### src/rtl/tick_timer_pkg.sv
package tick_timer_pkg;
  typedef struct packed {
    logic load;
    logic incr;
  } tmr_strobe_t;
endpackage

### src/rtl/tick_timer_ctrl.sv
module tick_timer_ctrl
  import tick_timer_pkg::*;
#(
  parameter int PRE_W       = 8,
  parameter int RATIO_W     = $clog2(PRE_W),
  parameter int SYNC_STAGES = 2,
  parameter int HOLD_TICKS  = 2
) (
  input  logic               clk,
  input  logic               rstN,
  input  logic               cycTick,
  input  logic               extPin,
  input  logic               srcSel,
  input  logic               edgeSel,
  input  logic               preBypass,
  input  logic [RATIO_W-1:0] preRatio,
  input  logic               busWrEn,
  output tmr_strobe_t        strb
);
  localparam int HOLD_W = $clog2(HOLD_TICKS + 1);

  logic [SYNC_STAGES-1:0] syncQ;
  logic                   prevQ;
  logic [PRE_W-1:0]       preCnt;
  logic [PRE_W:0]         prePow;
  logic [PRE_W-1:0]       preMask;
  logic [HOLD_W-1:0]      holdCnt;
  logic                   pinNow, edgePulse, tickQual, tickOk, preMatch;

  // pin synchroniser chain
  for (genvar i = 0; i < SYNC_STAGES; i++) begin : g_sync
    if (i == 0) begin : g_first
      always_ff @(posedge clk) begin
        if (!rstN) syncQ[0] <= 1'b0;
        else       syncQ[0] <= extPin;
      end
    end else begin : g_next
      always_ff @(posedge clk) begin
        if (!rstN) syncQ[i] <= 1'b0;
        else       syncQ[i] <= syncQ[i-1];
      end
    end
  end

  assign pinNow = syncQ[SYNC_STAGES-1];

  always_ff @(posedge clk) begin
    if (!rstN) prevQ <= 1'b0;
    else       prevQ <= pinNow;
  end

  always_comb begin
    edgePulse = edgeSel ? (!pinNow && prevQ) : (pinNow && !prevQ);
    tickQual  = srcSel ? edgePulse : cycTick;
    tickOk    = tickQual && (holdCnt == '0);
    prePow    = (PRE_W+1)'(2) << preRatio;
    preMask   = prePow[PRE_W-1:0] - PRE_W'(1);
    preMatch  = ((preCnt & preMask) == preMask);
    strb.load = busWrEn;
    strb.incr = !busWrEn && tickOk && (preBypass || preMatch);
  end

  always_ff @(posedge clk) begin
    if (!rstN) begin
      preCnt  <= '0;
      holdCnt <= '0;
    end else if (busWrEn) begin
      preCnt  <= '0;
      holdCnt <= HOLD_W'(HOLD_TICKS);
    end else begin
      if (tickOk && !preBypass) preCnt <= preCnt + PRE_W'(1);
      if (cycTick && holdCnt != '0) holdCnt <= holdCnt - HOLD_W'(1);
    end
  end
endmodule

### src/rtl/tick_timer_dp.sv
module tick_timer_dp
  import tick_timer_pkg::*;
#(
  parameter int CNT_W = 8
) (
  input  logic             clk,
  input  logic             rstN,
  input  tmr_strobe_t      strb,
  input  logic [CNT_W-1:0] busWrData,
  input  logic             flagClr,
  output logic [CNT_W-1:0] count,
  output logic             ovfFlag
);
  logic wrapNow;

  assign wrapNow = strb.incr && (&count);

  always_ff @(posedge clk) begin
    if (!rstN)          count <= '0;
    else if (strb.load) count <= busWrData;
    else if (strb.incr) count <= count + CNT_W'(1);
  end

  always_ff @(posedge clk) begin
    if (!rstN)        ovfFlag <= 1'b0;
    else if (wrapNow) ovfFlag <= 1'b1;
    else if (flagClr) ovfFlag <= 1'b0;
  end
endmodule

### src/rtl/tick_timer.sv
module tick_timer
  import tick_timer_pkg::*;
#(
  parameter int CNT_W   = 8,
  parameter int PRE_W   = 8,
  parameter int RATIO_W = $clog2(PRE_W)
) (
  input  logic               clk,
  input  logic               rstN,
  input  logic               cycTick,
  input  logic               extPin,
  input  logic               srcSel,
  input  logic               edgeSel,
  input  logic               preBypass,
  input  logic [RATIO_W-1:0] preRatio,
  input  logic               busWrEn,
  input  logic [CNT_W-1:0]   busWrData,
  input  logic               flagClr,
  output logic [CNT_W-1:0]   count,
  output logic               ovfFlag
);
  tmr_strobe_t strb;

  tick_timer_ctrl #(.PRE_W(PRE_W), .RATIO_W(RATIO_W), .SYNC_STAGES(2), .HOLD_TICKS(2)) u_ctrl (
    .clk(clk), .rstN(rstN), .cycTick(cycTick), .extPin(extPin), .srcSel(srcSel),
    .edgeSel(edgeSel), .preBypass(preBypass), .preRatio(preRatio), .busWrEn(busWrEn),
    .strb(strb)
  );

  tick_timer_dp #(.CNT_W(CNT_W)) u_dp (
    .clk(clk), .rstN(rstN), .strb(strb), .busWrData(busWrData), .flagClr(flagClr),
    .count(count), .ovfFlag(ovfFlag)
  );
endmodule

### config.mk
export PLATFORM = sky130hd
export DESIGN_NAME = tick_timer
export DESIGN_NICKNAME = d
export VERILOG_FILES = /design/src/rtl/tick_timer_pkg.sv /design/src/rtl/tick_timer_ctrl.sv /design/src/rtl/tick_timer_dp.sv /design/src/rtl/tick_timer.sv
export SDC_FILE = /design/constraint.sdc
export NUM_CORES = 1
export LEC_CHECK = 0
export BUFFER_PORTS_ARGS = -buffer_cell sky130_fd_sc_hd__buf_4
export CAP_MARGIN = 0
export CORE_MARGIN = 2
export CORE_UTILIZATION = 25
export DETAILED_ROUTE_END_ITERATION = 6
export GPL_TIMING_DRIVEN = 0
export HOLD_SLACK_MARGIN = 0.15
export SLEW_MARGIN = 5
export SYNTH_ARGS = -nofsm -noshare
export SYNTH_HDL_FRONTEND = slang
export SYNTH_SLANG_ARGS = --single-unit
### constraint.sdc
create_clock -name clk -period 2.8 [get_ports clk]
set_input_delay 0.56 -clock clk [delete_from_list [all_inputs] [get_ports clk]]
set_output_delay 0.56 -clock clk [all_outputs]
set_load 0.01 [all_outputs]
== Yosys cells after proc, flatten, opt, wreduce, memory -nomap -nowiden ==
Index checks and enable logic that the tools add are counted.
Storage, ports and cells
  bits in registers: 22
  output and inout bits: 9
  word-level logic and storage cells: 44
  input port bits: 20
Cells by class
  $add $sub $neg: 4
  eq/ne operators: 1
  reduce and logical (&&, ||, !) cells: 20
  bitwise gates (word level): 2
  mux-type cells: 8
  shift-type cells: 1
Operators with widths (number)
  8-bit by 1-bit adder with 8-bit output, second input constant: 2
  8-bit 2-to-1 mux: 2
  8-bit bitwise AND: 1
  8-bit equality test: 1
  1-bit logical AND: 8
  8-bit AND reduction: 1
  2-bit nonzero test: 4
  2-bit by 3-bit << shifter with 8-bit output, first input constant: 1
  8-bit by 1-bit subtractor with 8-bit output, second input constant: 1
  1-bit zero test: 4
  1-bit 2-to-1 mux: 4
  2-bit 2-to-1 mux: 2
  2-bit zero test: 1
  2-bit OR reduction: 1
  2-bit by 1-bit subtractor with 2-bit output, second input constant: 1
  1-bit logical OR: 1
  1-bit inverter: 1

== Depth between registers and ports, before layout ==
  word-level depth: 9
  gate-level depth with buffers: 11

== Cells and area by module ==
A second synthesis with hierarchy kept.
Second synthesis, totals
  cell total of the unflattened synthesis: 157
  area, all modules: 1276.2 um^2
By module, submodules not included
  tick_timer_ctrl: sequential area each 260.2 um^2, cells an instance 98, area an instance 780.7 um^2, instances 1
  tick_timer_dp: sequential area each 180.2 um^2, cells an instance 59, area an instance 495.5 um^2, instances 1

== Worst setup path before layout ==
Ideal clock, no wire load.
  kind: input-to-reg
  from: input preRatio[2]
  to: register u_dp.ovfFlag
  cell stages on the path: 10
  library setup time: 0.083 ns
  setup slack: 0.099 ns
  data arrival time: 2.618 ns
  data required time: 2.717 ns
  cells stage by stage: or3_1 > ha_1 > buf_4 > xor2_1 > o22ai_1 > o2bb2ai_1 > a311o_1 > buf_6 > or2_4 > o31ai_4
Between the ends
  cells in the longest elaborated chain, start to end: 8
  elaborated cells between the ends (all ways): 9
  those cells by class: add/sub: 1; eq/ne: 1; shift: 1; mux: 1; bitwise: 1; reduce/logical: 4
RTL lines
  start, declared: line tick_timer.sv:15  | input logic [RATIO_W-1:0] preRatio,
  2-bit by 3-bit << shifter with 8-bit output (*): line tick_timer_ctrl.sv:56  | prePow = (PRE_W+1)'(2) << preRatio;
  8-bit by 1-bit subtractor with 8-bit output (*): line tick_timer_ctrl.sv:57  | preMask = prePow[PRE_W-1:0] - PRE_W'(1);
  8-bit bitwise AND: line tick_timer_ctrl.sv:58  | preMatch = ((preCnt & preMask) == preMask);
  8-bit equality test (*): line tick_timer_ctrl.sv:58
  1-bit logical OR (*): line tick_timer_ctrl.sv:60  | strb.incr = !busWrEn && tickOk && (preBypass || preMatch);
  1-bit logical AND (*): line tick_timer_ctrl.sv:60
  1-bit logical AND (*): line tick_timer_dp.sv:16  | assign wrapNow = strb.incr && (&count);
  1-bit 2-to-1 mux / 2-bit nonzero test (equally long branches)
  end signal, assigned: line tick_timer_dp.sv:25  | if (!rstN) ovfFlag <= 1'b0;
  end signal, assigned: line tick_timer_dp.sv:26  | else if (wrapNow) ovfFlag <= 1'b1;
  end signal, assigned: line tick_timer_dp.sv:27  | else if (flagClr) ovfFlag <= 1'b0;
  end, declared: line tick_timer_dp.sv:12  | output logic ovfFlag
Mark *: on every way between the ends. The rest lies on a longest branch, timed or not.
A chain may end at the register's enable or synchronous reset.

== Worst setup path after layout ==
Ends and elaborated chain as after synthesis.

==> flow_metrics.tcl <==
set metrics [dict create \
    status "complete, no violations" \
    setup_tns_ps 0 \
    diodes 0 \
    cts_tree "done" \
    ys_types 45 \
    clk_path_buf_depth 2 \
    io_pins 29 \
    path_cells "buf_4, or3_1, ha_1, buf_4, xor2_1, o22ai_1, o2bb2ai_1, a311o_1, buf_6, or2_4, o31ai_4" \
    remaining_drc_errors 0 \
    drt_iter0_drc 43 \
    cp-end-kind "flip-flop" \
    synth_edf_count 0 \
    worstPathBufferInverterCount 3 \
    hold_viol_final 0 \
    rsz0062_at_grt "false" \
    insertion_delay_ps 260 \
    clkTransAtPathRegs_ps 80 \
    wl_per_cell_um 11.6 \
    syn_area_per_cell_um2 8.61 \
    cts_hold_buf 0 \
    hp-class "reg -> reg" \
    synth-warning-count 0 \
    p_leak_nw 0.622 \
    critical-path-top-delay-family "compound AO/OA/AOI/OAI gates" \
    ys_seq_area_share_pct 33.7 \
    root_buffer "clkbuf_8" \
    grt_pass1_vias 1136 \
    worstMarginPinSlew_ps 451 \
    ys_async_sr_fraction_pct 0 \
    die_w_um 76.4 \
    clock_skew_ps 5.20 \
    dp_hpwl_um 2230 \
    fin_crit_sh_pct 94.5 \
    initial_utilization_pct 25.8 \
    dp_cells 250 \
    power.total_mw 0.696 \
    crit_top_cell "buf_4" \
    antenna_found_initial 0 \
    final.hold.worst_slack_ps 437 \
    overflow 0 \
    place_area_um2 1610 \
    nets 209 \
    row_count 26 \
    drive_above_1_share_pct 23.9 \
    grt_start_max_net_pins 13 \
    htree_levels 1 \
    grt_pass1_wl_um 5130 \
    die-area_um2 5830 \
    io_buffer_count 28 \
    yosys_register_bits 22 \
    drt-vias-per-instance 4.68 \
    cts_resized 0 \
    cts_inserted_buffers 3 \
    place.gp.congestion 0.777 \
    synth_cells 152 \
    synth_ff_type "dfxtp_1" \
    cp_data_required_time_ps 2990 \
    irDropWorstVdd_uv 174 \
    ant_nets 0 \
    period_needed_ps 2650 \
    final_cell_area_um2 1660 \
    start_kind "input pin" \
    stdcell_count 254 \
    cts.sinks 22 \
    slew_headroom_pct 69.9 \
    die_y_um 76.4 \
    syn_area_um2 1310 \
    cp_max_fo 10 \
    post-cts-setup-buffer-count 0 \
    core_um2 5070 \
    cp.arrival_ps 2840 \
    cpMaxStageDelayCell "or3_1" \
    fmax_mhz 378 \
    dr.pass1.iters 4 \
    wl_um 2950 \
    vias 1189 \
    crit_type "in -> reg" \
    cap_viol_max_count 0 \
    slowest_delay_ps 400 \
    powerDensity_nw_per_um2 419 \
    setup_violations 0 \
    syn_nets 176 \
    area_growth_pct 27.0 \
    slew_viol_final 0 \
    grt_usage_pct 10.4 \
]
-- worst reg2reg max path: stages (launching register included) --
cell and delay [ps]:
dfxtp_1 330, or3b_4 400, and3_1 200, a311o_1 320
buf_6 160, or2_4 280, o31ai_4 230
-- cell usage in the layout, fill, tap and decap left out, types with 2 or more instances in the layout --
cell       n
a211oi_2   4
a21boi_0   2
a21o_1     2
a21oi_1    3
and2_1     3
and3_1     3
and4_1     2
buf_4     29
clkbuf_1   3
clkbuf_8   4
dfxtp_1   22
ha_1       4
inv_1      7
nand2_1   13
nand2b_1   2
nand3_1    6
nand3b_1   2
nand4_1    2
nor2_1    15
nor2b_1    3
nor3_1     4
nor4_1     2
o211ai_1   2
o21a_1     2
o21ai_0   11
o21ai_1    2
o311a_1    2
o31a_1     2
or3_1      3
xnor2_1    4
xor2_1     4
-- Yosys cell counts (2+ instances only) --
library cell  instances  area share [%]
o31a_1                2             1.3
o21ai_1               2            0.76
o311a_1               2             1.5
a21o_1                2             1.1
a21oi_1               3             1.1
nand3_1               6             2.3
o211ai_1              2             1.1
inv_1                 7             2.0
nand2_1              13             3.7
or3_1                 3             1.4
and2_1                3             1.4
nand3b_1              2             1.1
clkbuf_1              3            0.86
and4_1                2             1.3
o21a_1                2             1.1
nor3_1                4             1.5
nor2b_1               3             1.4
and3_1                3             1.4
a21boi_0              2             1.1
xor2_1                4             2.7
o21ai_0              11             4.2
dfxtp_1              22              34
ha_1                  4             3.8
nor2_1               15             4.3
nand2b_1              2            0.96
nor4_1                2            0.96
a211oi_2              4             3.8
nand4_1               2            0.96
xnor2_1               4             2.7
-- layer usage --
metal  routed length (µm)  part of all wire, %  track usage (%)  vias up
li1                     -                    -                -      622
met2                 1340                   45             17.2       28
met4                   40                  1.4             2.91        0
met5                    0                    0                0        -
met1                 1470                   50             14.0      532
met3                  108                  3.7             1.90        7
-- flip-flops by register name (all words and copies together), names as in the netlist --
name and flops:
u_ctrl.pinNow 1, u_dp.count 8, u_ctrl.syncQ 1, u_ctrl.preCnt 8, u_ctrl.prevQ 1, u_ctrl.holdCnt 2, u_dp.ovfFlag 1
-- area by class of cell --
class                   instances  area (µm²)
flip-flops and latches         22         440
clock buffers                   4        55.1
inverters                       7        26.3
fillers                       567        3410
multi-input cells             118         812
plain buffers                   5        30.0
repair buffers                 28         210
well taps                      70        87.6
-- cell families (layout without fill, tap and decap cells) --
logic type                 Yosys count  in the layout  share of synthesized area, %
adders and majority gates            4              4                          3.82
DFF                                 22             22                          33.7
and+or+nand+nor                     65             65                          26.7
AOI/OAI and AO/OA                   40             40                          25.4
xor gates and xnor gates             8              8                          5.35
muxes                                1              1                         0.765
buffers and inverters               12             44                          4.30
-- through the flow --
stage	util [%]	setup WS, ps
2_1_floorplan	-	98.6
5_1_grt	32.7	39.4
6_report	32.7	153
3_3_place_gp	31.7	-193
3_5_place_dp	31.7	-191
4_1_cts	32.7	73.0
-- where the power goes --
group          switching [mW]  internal [mW]
Combinational          0.0632         0.0649
Clock                   0.103          0.125
Sequential             0.0144          0.325
-- final timing paths --
kind,cells after the start,slack (ps),from,to
worst max-delay path,11,150,preRatio[2],u_dp.ovfFlag
worst min-delay path,1,440,u_ctrl.syncQ[0],u_ctrl.pinNow
worst max register to register,6,820,u_ctrl.pinNow,u_dp.ovfFlag
worst min register to register,1,440,u_ctrl.syncQ[0],u_ctrl.pinNow
Power figures use the tool's default switching activity.
